===== config.mk =====
export PLATFORM = sky130hd
export DESIGN_NAME = uart_irq_fifo_ctl
export DESIGN_NICKNAME = d
export VERILOG_FILES = /design/src/rtl/uif_pkg.sv /design/src/rtl/uif_ctrl.sv /design/src/rtl/uif_datapath.sv /design/src/rtl/uart_irq_fifo_ctl.sv
export SDC_FILE = /design/constraint.sdc
export NUM_CORES = 1
export LEC_CHECK = 0
export CORE_AREA = 2 2 39 41
export DETAILED_ROUTE_END_ITERATION = 8
export DIE_AREA = 0 0 41 43
export GPL_ROUTABILITY_DRIVEN = 1
export GPL_TIMING_DRIVEN = 0
export SLEW_MARGIN = 30
export SYNTH_ARGS = -nofsm -noshare
export SYNTH_HDL_FRONTEND = slang
export SYNTH_HIERARCHICAL = 1
export SYNTH_SLANG_ARGS = --single-unit

===== constraint.sdc =====
create_clock -name clk -period 1.4 [get_ports clk]
set_input_delay 0.28 -clock clk [delete_from_list [all_inputs] [get_ports clk]]
set_output_delay 0.28 -clock clk [all_outputs]
set_load 0.01 [all_outputs]

===== src/rtl/uif_pkg.sv =====
package uif_pkg;
  typedef logic [3:0] iid_t;

  localparam iid_t IID_NONE  = 4'b0001;
  localparam iid_t IID_MODEM = 4'b0000;
  localparam iid_t IID_THRE  = 4'b0010;
  localparam iid_t IID_RDA   = 4'b0100;
  localparam iid_t IID_LSR   = 4'b0110;
  localparam iid_t IID_BUSY  = 4'b0111;
  localparam iid_t IID_CTO   = 4'b1100;

  // strobes from control decode to the datapath
  typedef struct packed {
    logic wr;
    logic fifoEnNew;
    logic rxRst;
    logic txRst;
    logic dmaNew;
    logic thrAck;
  } ctlStb_t;
endpackage


===== src/rtl/uif_ctrl.sv =====
module uif_ctrl
  import uif_pkg::*;
#(
  parameter int DATA_W  = 8,
  parameter int EN_BIT  = 0,
  parameter int RXR_BIT = 1,
  parameter int TXR_BIT = 2,
  parameter int DMA_BIT = 3
) (
  input  logic              regWrite,
  input  logic              regRead,
  input  logic [DATA_W-1:0] wrData,
  input  iid_t              iidCode,
  output ctlStb_t           stb
);
  localparam int FIELD_W = 4;

  // bits above the decoded field carry no meaning
  logic unusedHi;
  assign unusedHi = ^wrData[DATA_W-1:FIELD_W];

  always_comb begin
    stb.wr        = regWrite;
    stb.fifoEnNew = wrData[EN_BIT];
    stb.rxRst     = wrData[RXR_BIT];
    stb.txRst     = wrData[TXR_BIT];
    stb.dmaNew    = wrData[DMA_BIT];
    stb.thrAck    = regRead && (iidCode == IID_THRE);
  end
endmodule


===== src/rtl/uif_datapath.sv =====
module uif_datapath
  import uif_pkg::*;
(
  input  logic    clk,
  input  logic    rst_n,
  input  logic    lsrPend,
  input  logic    rdaPend,
  input  logic    ctoPend,
  input  logic    thrEmptySet,
  input  logic    modemPend,
  input  logic    busyPend,
  input  ctlStb_t stb,
  output iid_t    iidCode,
  output logic    irqOut,
  output logic    fifoEn,
  output logic    rxFifoRst,
  output logic    txFifoRst,
  output logic    dmaMode
);
  logic fifoEnQ, dmaQ, rxRstQ, txRstQ, thrPendQ;
  logic enFlip;

  assign enFlip = stb.fifoEnNew != fifoEnQ;

  always_ff @(posedge clk) begin
    if (!rst_n) begin
      fifoEnQ  <= 1'b0;
      dmaQ     <= 1'b0;
      rxRstQ   <= 1'b0;
      txRstQ   <= 1'b0;
      thrPendQ <= 1'b0;
    end else begin
      rxRstQ <= stb.wr && (stb.rxRst || enFlip);
      txRstQ <= stb.wr && (stb.txRst || enFlip);
      if (stb.wr) begin
        fifoEnQ <= stb.fifoEnNew;
        dmaQ    <= stb.dmaNew;
      end
      if (thrEmptySet)     thrPendQ <= 1'b1;
      else if (stb.thrAck) thrPendQ <= 1'b0;
    end
  end

  // fixed priority encoder
  always_comb begin
    if (lsrPend)        iidCode = IID_LSR;
    else if (rdaPend)   iidCode = IID_RDA;
    else if (ctoPend)   iidCode = IID_CTO;
    else if (thrPendQ)  iidCode = IID_THRE;
    else if (modemPend) iidCode = IID_MODEM;
    else if (busyPend)  iidCode = IID_BUSY;
    else                iidCode = IID_NONE;
  end

  assign irqOut    = iidCode != IID_NONE;
  assign fifoEn    = fifoEnQ;
  assign dmaMode   = dmaQ;
  assign rxFifoRst = rxRstQ;
  assign txFifoRst = txRstQ;


  lsr_top_chk: assert property (@(posedge clk) disable iff (!rst_n)
    lsrPend |-> iidCode == IID_LSR);


  rx_pulse_src_chk: assert property (@(posedge clk) disable iff (!rst_n)
    rxFifoRst |-> $past(stb.wr));


  en_flip_chk: assert property (@(posedge clk) disable iff (!rst_n)
    (fifoEn != $past(fifoEn)) |-> (rxFifoRst && txFifoRst));


  thr_ack_chk: assert property (@(posedge clk) disable iff (!rst_n)
    (stb.thrAck && !thrEmptySet) |=> !thrPendQ);


  dma_hold_chk: assert property (@(posedge clk) disable iff (!rst_n)
    !stb.wr |=> $stable(dmaMode) && $stable(fifoEn));


  idle_chk: assert property (@(posedge clk) disable iff (!rst_n)
    (!lsrPend && !rdaPend && !ctoPend && !thrPendQ && !modemPend && !busyPend)
      |-> (iidCode == IID_NONE && !irqOut));
endmodule


===== src/rtl/uart_irq_fifo_ctl.sv =====
module uart_irq_fifo_ctl
  import uif_pkg::*;
#(
  parameter int DATA_W = 8
) (
  input  logic              clk,
  input  logic              rst_n,
  input  logic              lsrPend,
  input  logic              rdaPend,
  input  logic              ctoPend,
  input  logic              thrEmptySet,
  input  logic              modemPend,
  input  logic              busyPend,
  input  logic              regRead,
  input  logic              regWrite,
  input  logic [DATA_W-1:0] wrData,
  output logic [3:0]        iidCode,
  output logic              irqOut,
  output logic              fifoEn,
  output logic              rxFifoRst,
  output logic              txFifoRst,
  output logic              dmaMode
);
  ctlStb_t stb;
  iid_t    code;

  uif_ctrl #(.DATA_W(DATA_W)) ctrl_i (
    .regWrite(regWrite), .regRead(regRead), .wrData(wrData),
    .iidCode(code), .stb(stb)
  );

  uif_datapath dp_i (
    .clk(clk), .rst_n(rst_n),
    .lsrPend(lsrPend), .rdaPend(rdaPend), .ctoPend(ctoPend),
    .thrEmptySet(thrEmptySet), .modemPend(modemPend), .busyPend(busyPend),
    .stb(stb), .iidCode(code), .irqOut(irqOut), .fifoEn(fifoEn),
    .rxFifoRst(rxFifoRst), .txFifoRst(txFifoRst), .dmaMode(dmaMode)
  );

  assign iidCode = code;
endmodule


# Word level (Yosys, flattened, before mapping)
# Cells that the tools add are included.
# word_totals
romBits	0
n_memories	0
ram_bits	0
input_bits	18
output_inout_bits	9
elab_cells	22
register_bits	5
latchBits	0
# op_classes
reduce_logical	6
n_shift	0
n_div	0
eq_ne	3
n_mux	8
n_lt_le_gt_ge	0
n_addsub	0
bitwise	0
mul	0
# ops
cell	count
two-way mux 4 bit	5
== test 4 x 2 -> 1 bit, second input constant	1
inequality test 4 x 1 -> 1 bit, second input constant	1
logical AND 1 bit	3
two-way mux 3 bit	1
logical OR 1 bit	2
two-way mux 1 bit	2
nonzero test 2 bit	1
inequality test 1 bit	1

# Depth between registers and ports, before layout
# logic_depth
word_depth	10
mapped_depth	7
mapped_depth_nobuf	7

# Cells and area by module
# Netlist, hierarchy kept.
# modules_own_cells
module	cells_per_inst	seq_area_each_um2	area_each_um2	instances
uif_datapath	27	100.1	246.5	1
uif_ctrl	7	0.0	53.8	1

# Worst setup path before layout
# OpenSTA, ideal clock, no wires.
# synth_path
path_kind	input-to-reg
from	in ctoPend
to	reg dp_i.thrPendQ
t_arrival_ns	1.290
setup_time_ns	0.115
path_slack_ns	-0.005
path_buffers	0
path_stages	5
t_required_ns	1.285
cell_sequence	or3_4 a21o_1 nor4_2 nor2b_1 o21a_1
# synth_rtl
element	line_no	rtl
start: declaration	uart_irq_fifo_ctl.sv:10	input logic ctoPend,
end signal: assignment	uif_datapath.sv:31	thrPendQ <= 1'b0;
end signal: assignment	uif_datapath.sv:39	if (thrEmptySet) thrPendQ <= 1'b1;
end signal: assignment	uif_datapath.sv:40	else if (stb.thrAck) thrPendQ <= 1'b0;
end: declaration	uif_datapath.sv:20	logic fifoEnQ, dmaQ, rxRstQ, txRstQ, thrPendQ;

# Worst setup path after layout
# layout_path
from	in lsrPend
to	out irqOut
# layout_via
elab_chain_len	2
# layout_lines
element	line_no	rtl
start: declaration	uart_irq_fifo_ctl.sv:8	input logic lsrPend,
two-way mux 4 bit	uif_datapath.sv:46	if (lsrPend) iidCode = IID_LSR;
inequality test 4 x 1 -> 1 bit	uif_datapath.sv:55	assign irqOut = iidCode != IID_NONE;
end: declaration	uart_irq_fifo_ctl.sv:18	output logic irqOut,
# Every way passes these cells.

==> reports/results.txt <==
Outcome: finished with violations
Slew @ Worst Pin: 217 ps
HPWL after DPL: 498 um
Synth Instances: 34
Hold WC Path Type: input port to flip-flop
Final cell count without fillers: 74
Synth Area in XOR/XNOR: 0.0292
Ant diodes: 0
Crit-path max FO: 3
Root Driver: clkbuf_4
# rows: 14
Worst VDD drop: 0.416 mV
Nets: 77
P&R area growth vs syn: 74.6%
Seq cells post-synth: 5
Post-synth top flop: dfxtp_1
Critical Path End Type: output port
Initial antenna violation count: 0
Final Max Slew Viols: 0
Mapped Area: 300 um2
Vias in the first global route: 245
Max Cap Violations: 0
Post-route setup slack: -0.851 ps
Asr flop ratio synth: 0
Synth cell types: 17
CP Launch Type: input port
Via count: 303
Clock latency on the worst-skew pair: 240 ps
First-pass GRT wire length: 821 um
Total wire length: 636 um
Synth Area in Adders: 0
Dpl cells: 67
Drt pass-1 iters: 2
Final period demand of the worst path: 1400 ps
Starting DRT DRC Count: 2
Relative slew slack: 0.855
Top Layer Used: met3
Die Ht: 43 um
Period utilization: 1.00
Starting Density: 0.217
Average vias per placed instance: 4.09
Cts hold-fix bufs: 0
Wire per inst: 8.59 um
Synth Area per Inst: 8.83 um2
Largest area contributor in the netlist: dfxtp_1
Largest net degree at the start of global routing: 5
Main area contributors after synthesis: dfxtp_1 33%, buf_4 13%, mux2i_1 6.7%
Syn_nets: 52
WL met3: 90 um
Overall Power: 0.417 mW
Worst Path Arrival: 1120 ps
Worst path max stage delay: 390 ps
Simple-gate portion of the synthesized area: 0.329
Antenna viol nets, final: 0
# DRC: 0
Seq/Total Area, Yosys: 0.333
Failing checks: negative setup slack
Num CTS Buffers: 3
Power Dens Cells: 796 nW/um2
Critical path cell sequence: buf_6 -> or3_4 -> nor3_4 -> nand2b_1 -> buf_2
Fmax achieved: 0.714 GHz
Layout cells sized above 1: 0.431
Metal-1 WL: 223 um
Compound-cell area share of the yosys netlist: 0.0917
Fill count: 159
GRT Util Overall: 0.0744
Core area: 1380 um2
Yosys warning count: 6
RSZ-0062 raised after global routing: true
I/O Buffers: 17
Critical path type: input port to output port
Leakage: 0.259 nW
H-tree level count: 1
Mux contribution to synthesized area: 0.0667
Num ports: 27
DIE AREA: 1760 um2
GRT Residual Overflow: 0
Final Hold Fails: 0
CTS tree: done
Clk buf depth: 2
Critical Path RT: 1120 ps
CTS clk-pin slew, worst paths: 40 ps
Clk sinks: 5
Crit path max-delay cell type: or3_4
Post-synth EDFFs: 0
GP Congestion: 0.559
Die Width: 41 um
Final setup vio count: 1
DR WL met2: 322 um
Synth top area share: 0.333
Clk_skew: 0.0331 ps
Main combinational cell family by area after synthesis: simple AND/OR/NAND/NOR gates
-- final cells by class --
class / count / area (um2) / area share
Multi-Input combinational cell: 22 / 165 / 0.315
Timing Repair Buffer: 20 / 164 / 0.313
Sequential cell: 5 / 104 / 0.198
Buffer: 5 / 37.5 / 0.0716
Clock buffer: 4 / 26.3 / 0.0501
Tap cell: 16 / 20.0 / 0.0382
Inverter: 2 / 7.51 / 0.0143
-- routing by layer --
layer,global-route usage,up-vias
met4,0.0600,0
met3,0.0471,0
met5,0,-
met2,0.103,16
met1,0.0742,131
li1,-,156
-- through the flow --
step | utilization | area (um2) | hold WS [ps] | setup TNS [ps] | setup slack, ps
2_1_floorplan | - | 305 | 398 | 0 | 35.9
3_3_place_gp | 0.358 | 495 | 496 | -3800 | -765
3_5_place_dp | 0.358 | 495 | 497 | -3880 | -780
4_1_cts | 0.366 | 507 | 244 | -89.2 | -56.9
5_1_grt | 0.379 | 524 | 283 | -90.3 | -56.6
6_report | 0.379 | 524 | 251 | -0.851 | -0.851
-- final timing paths --
kind	start	end	slack (ps)	cells after the start
setup reg to reg	dp_i/thrPendQ$_SDFFE_PN0P_	dp_i/thrPendQ$_SDFFE_PN0P_	100	6
setup / recovery	lsrPend	irqOut	-0.9	5
hold / removal	wrData[2]	dp_i/txFifoRst$_SDFF_PN0_	250	3
hold reg to reg	dp_i/dmaMode$_SDFFE_PN0P_	dp_i/dmaMode$_SDFFE_PN0P_	540	2
-- cells by family (layout without fill, tap and decap cells) --
family	count (synthesis)	in the layout
AOI/OAI and AO/OA	4	4
xor gates and xnor gates	1	1
and+or+nand+nor	15	15
muxes	2	2
buffers and inverters	7	31
DFF	5	5
-- critical path: cells and delay by family --
family,cells,cell delay [ps]
and+or+nand+nor,3,610
buffers and inverters,2,230
-- flip-flops by register name, summed over array words and instances, names as in the netlist --
| register | cells |
|---|---|
| dp_i/dmaMode | 1 |
| dp_i/fifoEn | 1 |
| dp_i/rxFifoRst | 1 |
| dp_i/thrPendQ | 1 |
| dp_i/txFifoRst | 1 |
-- cells in the final DEF (no fill, tap or decap), drive strengths merged, types with 2 or more instances in the layout --
master and n:
nand2 2, clkdlybuf4s50 5, dlygate4sd2 3, buf 15
clkbuf 5, mux2i 2, nor2 5, inv 2
nor2b 3, dfxtp 5
-- Yosys cell counts, types with 2 or more instances --
cell	count
nor2_1	5
nor2b_1	3
dfxtp_1	5
buf_4	5
nand2_1	2
inv_1	2
mux2i_1	2
-- where the power goes --
part	leakage (nW)	switching [mW]	total, mW	internal [mW]
combinational	0.202	0.0379	0.0963	0.0584
sequential	0.0420	0.00580	0.157	0.152
clock	0.0150	0.0559	0.163	0.108
-- repair_timing --
item | CTS | global route
setup endpoints to repair | 7 | 6
pin swaps | 4 | 3
cloned | 0 | 0
gates resized for setup | 36 | 5
setup buffers | 1 | 2
(Power assumes the default switching activity.)
